**src/rtl/gsd_pkg.sv**
```systemverilog
package gsd_pkg;

    typedef logic [1:0] gcode_t;

    typedef enum logic {
        SCAN_TRIPLEX = 1'b0,
        SCAN_DUPLEX  = 1'b1
    } scan_e;

    localparam int     GRID_CNT   = 3;
    localparam gcode_t CODE_BLANK = 2'b11;

    typedef struct packed {
        logic [GRID_CNT-1:0] grid_n;
        logic                dim;
        gcode_t              code;
    } drive_t;

    localparam drive_t DRIVE_IDLE = '{grid_n: '1, dim: 1'b0, code: 2'b00};

    // One-hot grid select for a code; the blank code selects nothing.
    function automatic logic [GRID_CNT-1:0] grid_sel(input gcode_t c);
        logic [GRID_CNT-1:0] r;
        r = '0;
        if (c != CODE_BLANK) r[c] = 1'b1;
        return r;
    endfunction

endpackage

```
**src/rtl/gsd_scan_timer.sv**
```systemverilog
module gsd_scan_timer
    import gsd_pkg::*;
#(
    parameter int TICK_DIV  = 4,
    parameter int SLOT_BITS = 10,
    parameter int BLANK     = 8
) (
    input  logic                 clk,
    input  logic                 rst,
    input  logic                 dup_sel,
    input  logic [SLOT_BITS-1:0] bright,
    output gcode_t               gidx,
    output logic                 active
);
    localparam int PW = (TICK_DIV > 1) ? $clog2(TICK_DIV) : 1;
    localparam logic [SLOT_BITS-1:0] CEIL_V = SLOT_BITS'((1 << SLOT_BITS) - BLANK);

    logic [PW-1:0]        pre_q;
    logic [SLOT_BITS-1:0] bit_q;
    logic [SLOT_BITS-1:0] duty_q;
    gcode_t               gidx_q;
    logic                 tick;
    logic                 slot_end;
    gcode_t               last_g;
    scan_e                mode;
    logic [SLOT_BITS-1:0] duty_new;

    assign mode     = scan_e'(dup_sel);
    assign last_g   = (mode == SCAN_DUPLEX) ? 2'd1 : 2'd2;
    assign tick     = (pre_q == PW'(TICK_DIV - 1));
    assign slot_end = tick && (bit_q == '1);
    assign duty_new = (bright > CEIL_V) ? CEIL_V : bright;

    always_ff @(posedge clk) begin
        if (rst) begin
            pre_q  <= '0;
            bit_q  <= '0;
            duty_q <= '0;
            gidx_q <= 2'd0;
        end else begin
            pre_q <= tick ? '0 : pre_q + PW'(1);
            if (tick) bit_q <= bit_q + SLOT_BITS'(1);
            if (slot_end) begin
                duty_q <= duty_new;
                gidx_q <= (gidx_q >= last_g) ? 2'd0 : gidx_q + 2'd1;
            end
        end
    end

    assign gidx   = gidx_q;
    assign active = (bit_q < duty_q);

endmodule

```
**src/rtl/gsd_row_pick.sv**
```systemverilog
module gsd_row_pick
    import gsd_pkg::*;
#(
    parameter int SEG_W = 32
) (
    input  logic [SEG_W-1:0] row0,
    input  logic [SEG_W-1:0] row1,
    input  logic [SEG_W-1:0] row2,
    input  gcode_t           code,
    input  logic             gate,
    output logic [SEG_W-1:0] seg
);
    logic [SEG_W-1:0] picked;

    always_comb begin
        unique case (code)
            2'd0:    picked = row0;
            2'd1:    picked = row1;
            2'd2:    picked = row2;
            default: picked = '0;
        endcase
    end

    assign seg = gate ? picked : '0;

endmodule

```
**src/rtl/gsd_scanner.sv**
```systemverilog
module gsd_scanner
    import gsd_pkg::*;
#(
    parameter int SEG_W     = 32,
    parameter int TICK_DIV  = 4,
    parameter int SLOT_BITS = 10,
    parameter int BLANK     = 8
) (
    input  logic                 clk,
    input  logic                 rst,
    input  logic                 master,
    input  logic                 dup_sel,
    input  logic [SLOT_BITS-1:0] bright,
    input  logic [SEG_W-1:0]     row0,
    input  logic [SEG_W-1:0]     row1,
    input  logic [SEG_W-1:0]     row2,
    input  logic                 dim_in,
    input  logic [1:0]           sync_in,
    output logic [SEG_W-1:0]     seg,
    output logic [2:0]           grid_n,
    output logic                 dim_out,
    output logic [1:0]           sync_out
);
    gcode_t           gidx;
    logic             active;
    gcode_t           sel_code;
    logic             sel_gate;
    logic [SEG_W-1:0] seg_d;
    logic [SEG_W-1:0] seg_q;
    drive_t           drv_d;
    drive_t           drv_q;

    gsd_scan_timer #(
        .TICK_DIV (TICK_DIV),
        .SLOT_BITS(SLOT_BITS),
        .BLANK    (BLANK)
    ) u_timer (
        .clk    (clk),
        .rst    (rst),
        .dup_sel(dup_sel),
        .bright (bright),
        .gidx   (gidx),
        .active (active)
    );

    // Master follows its own scan; follower follows the cascade inputs.
    assign sel_code = master ? gidx   : gcode_t'(sync_in);
    assign sel_gate = master ? active : dim_in;

    gsd_row_pick #(.SEG_W(SEG_W)) u_pick (
        .row0(row0),
        .row1(row1),
        .row2(row2),
        .code(sel_code),
        .gate(sel_gate),
        .seg (seg_d)
    );

    always_comb begin
        drv_d = DRIVE_IDLE;
        if (master) begin
            drv_d.code = gidx;
            drv_d.dim  = active;
            if (active) drv_d.grid_n = ~grid_sel(gidx);
        end
    end

    always_ff @(posedge clk) begin
        if (rst) begin
            seg_q <= '0;
            drv_q <= DRIVE_IDLE;
        end else begin
            seg_q <= seg_d;
            drv_q <= drv_d;
        end
    end

    assign seg      = seg_q;
    assign grid_n   = drv_q.grid_n;
    assign dim_out  = drv_q.dim;
    assign sync_out = drv_q.code;

endmodule


```
**config.mk**
```make
export PLATFORM = sky130hd
export DESIGN_NAME = gsd_scanner
export DESIGN_NICKNAME = d
export VERILOG_FILES = /design/src/rtl/gsd_pkg.sv /design/src/rtl/gsd_scan_timer.sv /design/src/rtl/gsd_row_pick.sv /design/src/rtl/gsd_scanner.sv
export SDC_FILE = /design/constraint.sdc
export NUM_CORES = 1
export LEC_CHECK = 0
export BUFFER_PORTS_ARGS = -buffer_cell sky130_fd_sc_hd__buf_4
export CORE_MARGIN = 2
export CORE_UTILIZATION = 45
export DETAILED_ROUTE_END_ITERATION = 8
export PLACE_DENSITY = 0.79
export SYNTH_ARGS = -nofsm -noshare
export SYNTH_HDL_FRONTEND = slang
export SYNTH_SLANG_ARGS = --single-unit
```
**constraint.sdc**
```tcl
create_clock -name clk -period 2.1 [get_ports clk]
set_clock_uncertainty 0.1 [all_clocks]
set_input_delay 0.105 -clock clk [delete_from_list [all_inputs] [get_ports clk]]
set_output_delay 0.105 -clock clk [all_outputs]
set_load 0.01 [all_outputs]
```
==> flow_summary.toml <==
[setup_path]
cell_family_with_most_cp_delay = "simple AND/OR/NAND/NOR gates"
end_of_the_worst_register_to_register_path = "seg[30]"
setup.worst_path.start = "u_timer.duty_q[7]"
crit_path_cell_trace = "inv_1, ha_1, nand4_1, or3_4, a21oi_4, buf_12, nor2_1"
timing.critical_path.required_ns = 2.21
worst-r2r-setup-slack_ns = 0.17
worst_path_largest_cell_delay_ns = 0.43
crit_buf_inv = 2
worst-path-max-fanout = 32
crit_type = "reg -> reg"
critPathLaunchType = "register"
timing.critical_path.to_type = "register"
r2r-start = "u_timer.duty_q[7]"
crit_arrival_ns = 2.05
timing.reg2reg.worst_path_depth = 7
critPathSlowestCell = "sky130_fd_sc_hd__or3_4"

[final_layout]
number_of_nets_at_the_end_of_the_flow = 692
fin_util_pct = 74.5
layout-drive-gt1-share_pct = 37.3
n_antenna_cell = 0
areaGrowthSynthToFinish_pct = 59.1

[place]
gp_routability_congestion = 0.893
port-buffer-count = 150
dpl.hpwl_um = 6550

[synthesis]
synth.yosys.seq_area_share_pct = 41.5
fraction_of_post_synthesis_cell_area_in_the_top_cell_type_by_area_pct = 41.5
syn_area_um2 = 2990
synth_top_area_cell = "sky130_fd_sc_hd__dfxtp_1"
postSynthCellCount = 375
postSynthNetCount = 504
number_of_distinct_library_cell_variants_in_the_gate_level_netlist_after_synthesis = 30
ys_warn_count = 0
synth-seq-cells = 62
synthesis.area_per_instance_um2 = 7.97
netlist_top_cells_area = "sky130_fd_sc_hd__dfxtp_1 42%, sky130_fd_sc_hd__a21oi_1 13%, sky130_fd_sc_hd__nand2_1 11%"

[clocking]
cts-root-buf = "sky130_fd_sc_hd__clkbuf_8"
cts.clk_slew.worst_paths_ns = 0.07
cts-root-to-sink-buffers = 2
worstSkewPairLatency_ns = 0.33
clock_sinks = 62
h-tree-depth = 3
postCtsSetupRepairBufs = 0
cts_inserted_buffers = 9
tritoncts = "built"

[min_path]
cells_on_worst_hold_path = 2
min_to = "u_timer.bit_q[9]"
worstHoldStart = "rst"
hp-class = "in -> reg"

[detailed_routing]
drt-wirelength-per-cell_um = 14.7
detail_route.wirelength_um = 9490
drt_pre_antenna_iters = 4
route.detailed.vias_per_inst = 5.11
antenna_violating_nets_post_route = 0
drtIter0Drc = 136
num_vias = 3296
remaining_drc_errors = 0

[power]
finalPower_mw = 2.66
power.leakage_nw = 2.12
cellPowerDensity_nw_per_um2 = 559
ir_worst_vdd_mv = 0.405

[global_route]
gr-usage-all-layers_pct = 25.3
maximum_number_of_pins_on_one_net_before_global_route_repair = 33
grt_first_pass_wirelength_um = 14600
remaining_overflow_grt = 0
antenna_found_initial = 0
grt_pass1_vias = 3203

[sta]
achievable-frequency_ghz = 0.517
rsz0062_at_grt = "no"
fin_crit_ns = 1.93
max-slew-margin-rel_pct = 59.4
final_max_slew_viol_count = 0
timing.final.hold_violations = 0
hold_slack_ns = 0.0340
worst_pin_slew_ns = 0.609
period_share_pct = 92.1
setup_viol = 0
timing.setup.tns_ns = 0

[die]
die_x_um = 85.5
design.portCount = 151
die_height_um = 85.5
die_area_um2 = 7310
fp.coreArea_um2 = 6390
rows = 29
initial_utilization_pct = 46.8

[job]
max_cap_violations = 0

[run_status]
status = "finished clean"
## cell type report
cell class,count,area [µm²]
inverters,12,45.0
multi-input cells,279,1560
flip-flops and latches,62,1240
well taps,77,96.3
repair buffers,199,1620
fillers,467,1630
clock inverters,3,17.5
clock buffers,13,169
## Yosys cell counts, drive strengths merged
library cell  instances
ha                   16
mux2i                 2
a211oi                3
and2                  2
nand2                89
nor2                 47
or3                   2
nand2b                3
xor2                  6
buf                  15
o21ai                 1
a21oi                79
nand4                 5
a41oi                 1
and3                  2
nor3                  2
nor4                  1
nand3                11
xnor2                 3
dfxtp                62
inv                  12
clkbuf                7
mux2                  2
nor3b                 2
## how the worst max path moves through the flow
stage	depth (start not counted)	to	slack, ns
final	7	seg[30]	0.17
after global routing	8	seg[30]	0.06
after CTS	4	seg[21]	0.07
after detailed placement	8	seg[30]	0.09
after global placement	4	seg[21]	0.1
after floorplan	8	seg[20]	0.26
## repair_timing
action	in CTS	in global routing
endpoints found under the setup margin	0	31
hold buffers	42	0
gates resized for setup	0	2
endpoints found under the hold margin	42	0
## power breakdown
part | total, mW | switching (mW) | leakage, nW | internal (mW)
clock | 0.957 | 0.436 | 0.0954 | 0.521
combinational | 0.492 | 0.211 | 1.52 | 0.281
sequential | 1.21 | 0.00990 | 0.502 | 1.20
total | 2.66 | 0.657 | 2.12 | 2.00
## routing by layer
metal	global-route usage (%)	part of all wire [%]
met4	11.3	3.8
met1	27.4	38
met2	46.6	52
met5	0	0
met3	5.77	6.0
## kinds of logic (layout without fill, tap and decap cells)
kind of cell | count (synthesis) | after routing | synth area share, %
AND/OR/NAND/NOR | 166 | 166 | 26.4
buffers and inverters | 34 | 227 | 6.53
adder cells (fa/ha/maj) | 16 | 16 | 6.70
XOR/XNOR | 9 | 9 | 2.64
flip-flops | 62 | 62 | 41.5
multiplexers | 4 | 4 | 1.42
AO/OA/AOI/OAI | 84 | 84 | 14.8
## sequential cells by signal (all words and copies together), names as in the netlist
| register | cells |
|---|---|
| grid_n | 3 |
| dim_out | 1 |
| u_timer.gidx | 2 |
| u_timer.pre_q | 2 |
| u_timer.bit_q | 10 |
| sync_out | 2 |
| seg | 32 |
| u_timer.duty_q | 10 |
## placed cells by master (no fill, tap or decap), drive strengths merged
master       count
buf            157
nand2           89
a21oi           79
dfxtp           62
nor2            47
dlygate4sd3     42
ha              16
clkbuf          13
inv             12
nand3           11
xor2             6
nand4            5
xnor2            3
nand2b           3
a211oi           3
and3             2
nor3             2
mux2             2
nor3b            2
clkinv           2
or3              2
mux2i            2
and2             2
a41oi            1
o21ai            1
nor4             1
clkinvlp         1
## worst reg2reg max path, delay by kind of cell, from the launching register on
family                   cells  cell delay, ns
adder cells (fa/ha/maj)      1            0.29
AO/OA/AOI/OAI                1            0.15
buffers and inverters        2            0.28
flip-flops                   1            0.34
AND/OR/NAND/NOR              3            0.66
## stage by stage
| step | cell area (µm²) | std cells | setup WS, ns |
|---|---|---|---|
| 5_1_grt | 4760 | 645 | 0.0641 |
| 2_1_floorplan | 2990 | 375 | 0.264 |
| 3_5_place_dp | 4140 | 587 | 0.0873 |
| 4_1_cts | 4750 | 645 | 0.0658 |
| 6_report | 4760 | 645 | 0.166 |
| 3_3_place_gp | 4140 | 587 | 0.0958 |
(Power assumes the default switching activity.)
